===== src/rtl/lsr_pkg.sv =====
package lsr_pkg;
    // number of cascaded sections in one sensor line
    localparam int unsigned NUM_SEC = 2;

    // width of a binary index covering every pixel of the line
    function automatic int unsigned idx_width(input int unsigned sec_pix);
        return $clog2(NUM_SEC * sec_pix);
    endfunction
endpackage


===== src/rtl/lsr_chain.sv =====
module lsr_chain #(
    parameter int unsigned N = 128
) (
    input  logic         clk,
    input  logic         rst,
    input  logic         start_i,
    output logic [N-1:0] sel_o,
    output logic         so_o,
    output logic         oe_o
);
    typedef struct packed {
        logic [N-1:0] chain;
        logic         oe;
    } st_t;

    st_t s_d, s_q;

    always_comb begin
        s_d       = s_q;
        s_d.chain = {s_q.chain[N-2:0], start_i};
        if (start_i) begin
            s_d.oe = 1'b1;
        end else if (s_q.chain[N-1]) begin
            s_d.oe = 1'b0;
        end
    end

    always_ff @(posedge clk) begin
        if (rst) begin
            s_q <= '0;
        end else begin
            s_q <= s_d;
        end
    end

    assign sel_o = s_q.chain;
    assign so_o  = s_q.chain[N-1];
    assign oe_o  = s_q.oe;

    // the chain holds at most one token
    p_chain_onehot_r8: assert property (@(posedge clk) disable iff (rst)
        $onehot0(s_q.chain));

    // enable drops on the edge after the serial output was high
    p_oe_release_r6: assert property (@(posedge clk) disable iff (rst)
        (so_o && !start_i) |=> !oe_o);

    // an entering token lands in stage 0 with the enable raised
    p_entry_r4: assert property (@(posedge clk) disable iff (rst)
        start_i |=> (sel_o[0] && oe_o));
endmodule


===== src/rtl/lsr_ctrl.sv =====
module lsr_ctrl #(
    parameter int unsigned RST_CLKS = 18
) (
    input  logic clk,
    input  logic rst,
    input  logic si1_i,
    input  logic busy_i,
    output logic start_o,
    output logic hold_o,
    output logic int_rst_o,
    output logic ovl_err_o
);
    localparam int unsigned CW = $clog2(RST_CLKS + 1);

    typedef struct packed {
        logic          hold;
        logic [CW-1:0] cnt;
        logic          err;
    } st_t;

    st_t  s_d, s_q;
    logic start;

    assign start = si1_i && !busy_i;

    always_comb begin
        s_d      = s_q;
        s_d.hold = start;
        s_d.err  = si1_i && busy_i;
        if (start) begin
            s_d.cnt = CW'(RST_CLKS);
        end else if (s_q.cnt != '0) begin
            s_d.cnt = s_q.cnt - 1'b1;
        end
    end

    always_ff @(posedge clk) begin
        if (rst) begin
            s_q <= '0;
        end else begin
            s_q <= s_d;
        end
    end

    assign start_o   = start;
    assign hold_o    = s_q.hold;
    assign int_rst_o = (s_q.cnt != '0);
    assign ovl_err_o = s_q.err;

    // an accepted start raises hold and the reset window
    p_start_hold_r2: assert property (@(posedge clk) disable iff (rst)
        (si1_i && !busy_i) |=> (hold_o && int_rst_o));

    // a start while busy flags overlap and raises no hold
    p_overlap_r10: assert property (@(posedge clk) disable iff (rst)
        (si1_i && busy_i) |=> (ovl_err_o && !hold_o));

    // hold lasts one cycle only
    p_hold_single_r2: assert property (@(posedge clk) disable iff (rst)
        hold_o |=> !hold_o);
endmodule


===== src/rtl/lsr_idx.sv =====
module lsr_idx #(
    parameter int unsigned TOTAL = 256
) (
    input  logic                     clk,
    input  logic                     rst,
    input  logic                     restart_i,
    input  logic                     adv_i,
    output logic [$clog2(TOTAL)-1:0] idx_o
);
    localparam int unsigned IW = $clog2(TOTAL);
    localparam logic [IW-1:0] LAST = IW'(TOTAL - 1);

    typedef struct packed {
        logic [IW-1:0] idx;
    } st_t;

    st_t s_d, s_q;

    always_comb begin
        s_d = s_q;
        if (restart_i) begin
            s_d.idx = '0;
        end else if (adv_i && (s_q.idx != LAST)) begin
            s_d.idx = s_q.idx + 1'b1;
        end
    end

    always_ff @(posedge clk) begin
        if (rst) begin
            s_q <= '0;
        end else begin
            s_q <= s_d;
        end
    end

    assign idx_o = s_q.idx;

    // a restart always returns the index to zero
    p_restart_zero_r9: assert property (@(posedge clk) disable iff (rst)
        restart_i |=> (idx_o == '0));
endmodule


===== src/rtl/lsr_seq.sv =====
module lsr_seq #(
    parameter int unsigned SEC_PIX  = 128,
    parameter int unsigned RST_CLKS = 18
) (
    input  logic                                      clk,
    input  logic                                      rst,
    input  logic                                      si1_i,
    input  logic                                      si2_i,
    output logic                                      hold_o,
    output logic                                      int_rst_o,
    output logic [SEC_PIX-1:0]                        sel1_o,
    output logic [SEC_PIX-1:0]                        sel2_o,
    output logic                                      oe1_o,
    output logic                                      oe2_o,
    output logic                                      so1_o,
    output logic                                      so2_o,
    output logic [lsr_pkg::idx_width(SEC_PIX)-1:0]    pix_idx_o,
    output logic                                      pix_vld_o,
    output logic                                      ovl_err_o
);
    import lsr_pkg::*;

    localparam int unsigned TOTAL = NUM_SEC * SEC_PIX;

    logic [NUM_SEC-1:0] sec_start;
    logic [NUM_SEC-1:0] sec_so;
    logic [NUM_SEC-1:0] sec_oe;
    logic [SEC_PIX-1:0] sec_sel [NUM_SEC];
    logic               start;
    logic               busy;

    assign busy = |sec_oe;

    lsr_ctrl #(.RST_CLKS(RST_CLKS)) u_ctrl (
        .clk      (clk),
        .rst      (rst),
        .si1_i    (si1_i),
        .busy_i   (busy),
        .start_o  (start),
        .hold_o   (hold_o),
        .int_rst_o(int_rst_o),
        .ovl_err_o(ovl_err_o)
    );

    assign sec_start[0] = start;
    assign sec_start[1] = si2_i;

    for (genvar g = 0; g < NUM_SEC; g++) begin : g_sec
        lsr_chain #(.N(SEC_PIX)) u_chain (
            .clk    (clk),
            .rst    (rst),
            .start_i(sec_start[g]),
            .sel_o  (sec_sel[g]),
            .so_o   (sec_so[g]),
            .oe_o   (sec_oe[g])
        );
    end

    lsr_idx #(.TOTAL(TOTAL)) u_idx (
        .clk      (clk),
        .rst      (rst),
        .restart_i(start),
        .adv_i    (busy),
        .idx_o    (pix_idx_o)
    );

    assign sel1_o    = sec_sel[0];
    assign sel2_o    = sec_sel[1];
    assign oe1_o     = sec_oe[0];
    assign oe2_o     = sec_oe[1];
    assign so1_o     = sec_so[0];
    assign so2_o     = sec_so[1];
    assign pix_vld_o = busy;

    // the two sections never drive at once
    p_single_oe_r8: assert property (@(posedge clk) disable iff (rst)
        !(oe1_o && oe2_o));

    // the index points at the selected pixel
    p_idx_sel_r9: assert property (@(posedge clk) disable iff (rst)
        pix_vld_o |-> {sel2_o, sel1_o}[pix_idx_o]);

    // hold coincides with the first pixel of section 1
    p_hold_first_r2: assert property (@(posedge clk) disable iff (rst)
        hold_o |-> (sel1_o[0] && oe1_o));
endmodule


===== config.mk =====
export PLATFORM = sky130hd
export DESIGN_NAME = lsr_seq
export DESIGN_NICKNAME = d
export VERILOG_FILES = /design/src/rtl/lsr_pkg.sv /design/src/rtl/lsr_chain.sv /design/src/rtl/lsr_ctrl.sv /design/src/rtl/lsr_idx.sv /design/src/rtl/lsr_seq.sv
export SDC_FILE = /design/constraint.sdc
export NUM_CORES = 1
export LEC_CHECK = 0
export ABC_AREA = 0
export BUFFER_PORTS_ARGS = -buffer_cell sky130_fd_sc_hd__buf_2
export CORE_ASPECT_RATIO = 0.75
export CORE_MARGIN = 2
export CORE_UTILIZATION = 40
export DETAILED_ROUTE_END_ITERATION = 7
export PLACE_DENSITY = 0.69
export SLEW_MARGIN = 5
export SYNTH_ARGS = -nofsm -noshare
export SYNTH_HDL_FRONTEND = slang
export SYNTH_SLANG_ARGS = --single-unit

===== constraint.sdc =====
create_clock -name clk -period 1.4 [get_ports clk]
set_input_delay 0.07 -clock clk [delete_from_list [all_inputs] [get_ports clk]]
set_output_delay 0.07 -clock clk [all_outputs]
set_load 0.02 [all_outputs]

# --- Word-level counts from Yosys, hierarchy flattened ---
# Cells that the tools add are included.
word_totals:
  out_inout_bits: 272
  wordCells: 28
  regBits: 273
  inputBits: 4
classes:
  addsub: 2
  n_mux: 6
  reduce_logical: 10
  n_eq_ne: 1
op_table:
  columns: ["cell", "n"]
  rows:
  - ["2-to-1 mux 5 bit", 2]
  - ["adder 8 x 1 -> 8 bit, second input constant", 1]
  - ["!= test 8 bit, second input constant", 1]
  - ["nonzero test 2 bit", 3]
  - ["nonzero test 5 bit", 1]
  - ["subtractor 5 x 1 -> 5 bit, second input constant", 1]
  - ["2-to-1 mux 1 bit", 4]
  - ["OR reduction 2 bit", 2]
  - ["logical AND 1 bit", 3]
  - ["zero test 1 bit", 1]

# --- Logic depth before layout (Yosys ltp) ---
logic_depth:
  word_depth: 4
  mapped_depth: 5
  ltp_nobuf: 5

# --- Modules after synthesis ---
# Synthesis repeated with hierarchy kept, for this count alone.
unflattened:
  hier_cells: 627
  hier_area_um2: 7697.4
modules_own_cells:
  columns: ["mod", "seq_area_each_um2", "area_each_um2", "instances", "cells_each"]
  rows:
  - ["lsr_chain", 2582.5, 3475.8, 2, 275]
  - ["lsr_idx", 160.2, 435.4, 1, 47]
  - ["lsr_ctrl", 140.1, 304.0, 1, 29]
  - ["lsr_seq", 0.0, 6.3, 1, 1]

# --- Worst setup path after synthesis ---
# OpenSTA, ideal clock, no wires.
synth_timing:
  path_type: "reg-to-reg"
  startpoint: "reg u_idx.s_q, in the netlist u_idx.idx_o[0]"
  endpoint: "reg u_idx.s_q, in the netlist u_idx.idx_o[4]"
  path_stages_with_launch: 6
  setup_slack_ps: -50
  n_path_buf: 1
  synth_period_minus_slack_ps: 1450
  setup_ps: 124
  required_time_ps: 1276
  arrival_ps: 1326
  path_cell_list: "dfxtp_1 > ha_1 > and3_1 > buf_2 > nor4bb_1 > nor3_1"
synth_via:
  elab_chain_len: 2
  elab_cells_between_ends: 3
  cone_classes: "1 x add/sub; 1 x eq/ne; 1 x reduce/logical"
synth_rtl:
  columns: ["element", "line", "rtl"]
  rows:
  - ["from (decl)", "lsr_idx.sv:17", "st_t s_d, s_q;"]
  - ["from (signal assigned)", "lsr_idx.sv:30", "s_q <= '0;"]
  - ["from (signal assigned)", "lsr_idx.sv:32", "s_q <= s_d;"]
  - ["parallel branches: the longest is 2 deep, another holds adder 8 x 1 -> 8 bit", null, null]
# Parallel ways; which one is timed is not known.
# A chain may end at the register's enable or synchronous reset.

# --- Worst setup path after layout ---
layout_timing:
  startpoint: "reg u_ctrl.s_q[1] in the netlist's numbering"
  endpoint: "out int_rst_o"
layout_via:
  elab_chain_len: 1
layout_rtl:
  columns: ["element", "line", "rtl"]
  rows:
  - ["from (decl)", "lsr_ctrl.sv:21", "st_t s_d, s_q;"]
  - ["from (signal assigned)", "lsr_ctrl.sv:39", "s_q <= '0;"]
  - ["from (signal assigned)", "lsr_ctrl.sv:41", "s_q <= s_d;"]
  - ["nonzero test 5 bit", "lsr_ctrl.sv:47", "assign int_rst_o = (s_q.cnt != '0);"]
  - ["to (decl)", "lsr_seq.sv:10", "output logic int_rst_o,"]
# No other way between the ends.

==> results.yml <==
outcome:
  status: "finished with violations"
  failed_checks: "setup timing"
clock_tree:
  ctsRootBufferMaster: "clkbuf_16"
  path_clk_slew_ns: 0.06
  clock_sinks: 272
  cts_tree: "yes"
  worstSkewPairLatency_ns: 0.51
  clockBufferDepth: 3
  cts_inserted_buffers: 25
  htreeDepth: 1
cells_and_area:
  layout_common_cells: "buf_2 (272), dfxtp_1 (266), nor2b_1 (256)"
  regArea_um2: 5450
  final_area_um2: 10300
  syn_to_final_growth_pct: 34.4
  multi_input_comb_area_um2: 2060
  nFillCells: 1642
  drive_gt1_frac: 0.378
  layout.cells.non_filler: 1176
  final_common_cell: "buf_2"
  n_antenna_cell: 0
  nets: 919
yosys:
  synthTopCellsByArea: "dfxtp_1 (71%), nor2b_1 (21%), clkbuf_1 (1.3%)"
  synth_cell_type_count: 35
  avgSynthCellArea_um2: 12.2
  synth_top_flop_cell: "dfxtp_1"
  yosys.area.top_type_share: 0.712
  synthCells: 627
  async_flop_share: 0
  syn-num-nets: 633
  synth_edf_count: 0
  ys_seq_elements: 272
  synth-seq-area-share: 0.712
  synth_area_um2: 7640
  yosys_warnings: 0
  synth_top_cell_by_area: "dfxtp_1"
pwr:
  p_leak_nw: 4.98
  power_density_nw_per_um2: 1550
  total_power_mw: 15.9
  ir_drop_uv: 1470
detailed_routing:
  dr.first_iter.drc_count: 281
  post_drt_wl_per_cell_um: 14.2
  vias_per_cell: 4.28
  drt_pass1_iterations: 4
  ant_nets: 0
  dr_total_vias: 5032
  routed_wl_um: 16700
  drc: 0
sta:
  grt_setup_unrepaired: "yes"
  drv_slew: 0
  hold_slack_ns: 0.397
  final-setup-viol-count: 1
  finalCriticalPeriod_ns: 1.61
  maxSlewHeadroom: 0.663
  fin_skew_ns: 0.00795
  tightestPinTransition_ns: 0.506
  final.period_utilization: 1.15
  hold_viol: 0
  max_freq_ghz: 0.620
  setup_ws_ns: -0.212
placement:
  dp_hpwl_um: 11300
  numPortBuffers: 275
  place_inst: 1122
  placed_area_um2: 9280
  gp_congestion: 0.733
floorplanning:
  dieArea_um2: 20200
  die_y_um: 124
  core_um2: 18600
  io_pins: 276
  die_x_um: 164
  num_rows: 43
  start_util: 0.411
setup_path:
  endpoint_kind: "output pin"
  cp_max_fo: 2
  rrSetupSlack_ns: 0.06
  crit_top_cell: "inv_2"
  cp_data_arrival_time_ns: 1.54
  cp_num_buf_inv: 4
  critPathLaunchType: "flip-flop"
  cpMaxStageDelayCell: "dfxtp_2"
  critical-path-max-stage-delay_ns: 0.32
  cp_top_family: "buffers and inverters"
  path_cells: "inv_2 > ha_4 > nor4b_4 > buf_4 > inv_2 > buf_6"
  critPathKind: "flip-flop to output pin"
  cp.required_ns: 1.33
grt:
  antenna_found_initial: 0
  groute.usage.overall: 0.154
  gr-total-overflow: 0
  grt_pass1_wl_um: 25000
  grt_pass1_vias: 4752
  grt_max_degree: 81
run:
  cap_violations: 0
min_path:
  hold_class: "input port to flip-flop"
## where the power goes
group          internal (mW)  leakage [nW]  switching, mW
clock network           4.09         0.414           2.78
registers               7.83          2.19         0.0886
logic                  0.589          2.37          0.512
## cells by family (layout without fill, tap and decap cells)
group	after synthesis	in the layout	share of synthesized area
compound gates	19	19	0.0160
xor+xnor	3	3	0.00344
fa+ha+maj	2	2	0.00327
buf+inv	44	346	0.0255
flops	272	272	0.712
mux	3	3	0.00409
simple gates	284	284	0.235
## final timing paths
path / endpoint / cells after the start / start
setup / recovery: int_rst_o / 6 / u_ctrl.s_q[1]
hold reg to reg: g_sec[1].u_chain.sel_o[120] / 1 / g_sec[1].u_chain.sel_o[119]
setup reg to reg: u_ctrl.s_q[2] / 6 / u_ctrl.s_q[1]
hold / removal: g_sec[1].u_chain.sel_o[0] / 3 / si2_i
## repair_timing
action / CTS / global route
pin swaps: 2 / 2
hold endpoints to repair: 20 / 0
resized for setup: 10 / 9
setup endpoints to repair: 2 / 11
setup buffers: 6 / 3
hold buffers: 4 / 0
## stage by stage
stage | setup WS (ns) | util | TNS, ns
after floorplan | 0.00686 | - | 0
after global placement | 0.0486 | 0.498 | 0
after detailed placement | 0.0252 | 0.498 | 0
after CTS | -0.227 | 0.549 | -0.227
after global routing | -0.310 | 0.552 | -0.321
final | -0.212 | 0.552 | -0.212
## Yosys cell counts (2+ instances only)
master / instances
dfxtp_1: 272
mux2i_1: 2
xnor2_1: 3
inv_1: 7
buf_4: 4
nor2_1: 3
nor3_1: 5
clkbuf_1: 26
a21oi_1: 8
ha_1: 2
and3_1: 2
o21ai_0: 2
nand3b_1: 4
nor3b_1: 2
nand2b_1: 2
or3b_1: 2
buf_2: 6
a211oi_1: 3
nor2b_1: 256
## state kept, by name (all words and copies together) (netlist names)
register and count:
g_sec.u_chain.sel_o 256, u_idx.idx_o 8, u_ctrl.s_q 5, g_sec.u_chain.oe_o 2, u_ctrl.ovl_err_o 1
## tightest hold or removal path, cell delays in order
cell and delay (ns):
dlygate4sd3_1 0.53, buf_2 0.13, nor2b_1 0.13
## layout make-up
type                    instances  area share
flip-flops and latches        272       0.531
multi-input cells             311       0.200
repair buffers                296       0.154
clock buffers                  33      0.0687
well taps                     247      0.0301
clock inverters                10      0.0132
inverters                       7     0.00256
## routing by layer
| metal | GRT usage | routed length, um |
|---|---|---|
| met3 | 0.0583 | 1380 |
| met2 | 0.221 | 6960 |
| met4 | 0.0417 | 405 |
| met1 | 0.216 | 7960 |
| met5 | 0 | 0 |
No activity file was read; power rests on OpenSTA's default activity.
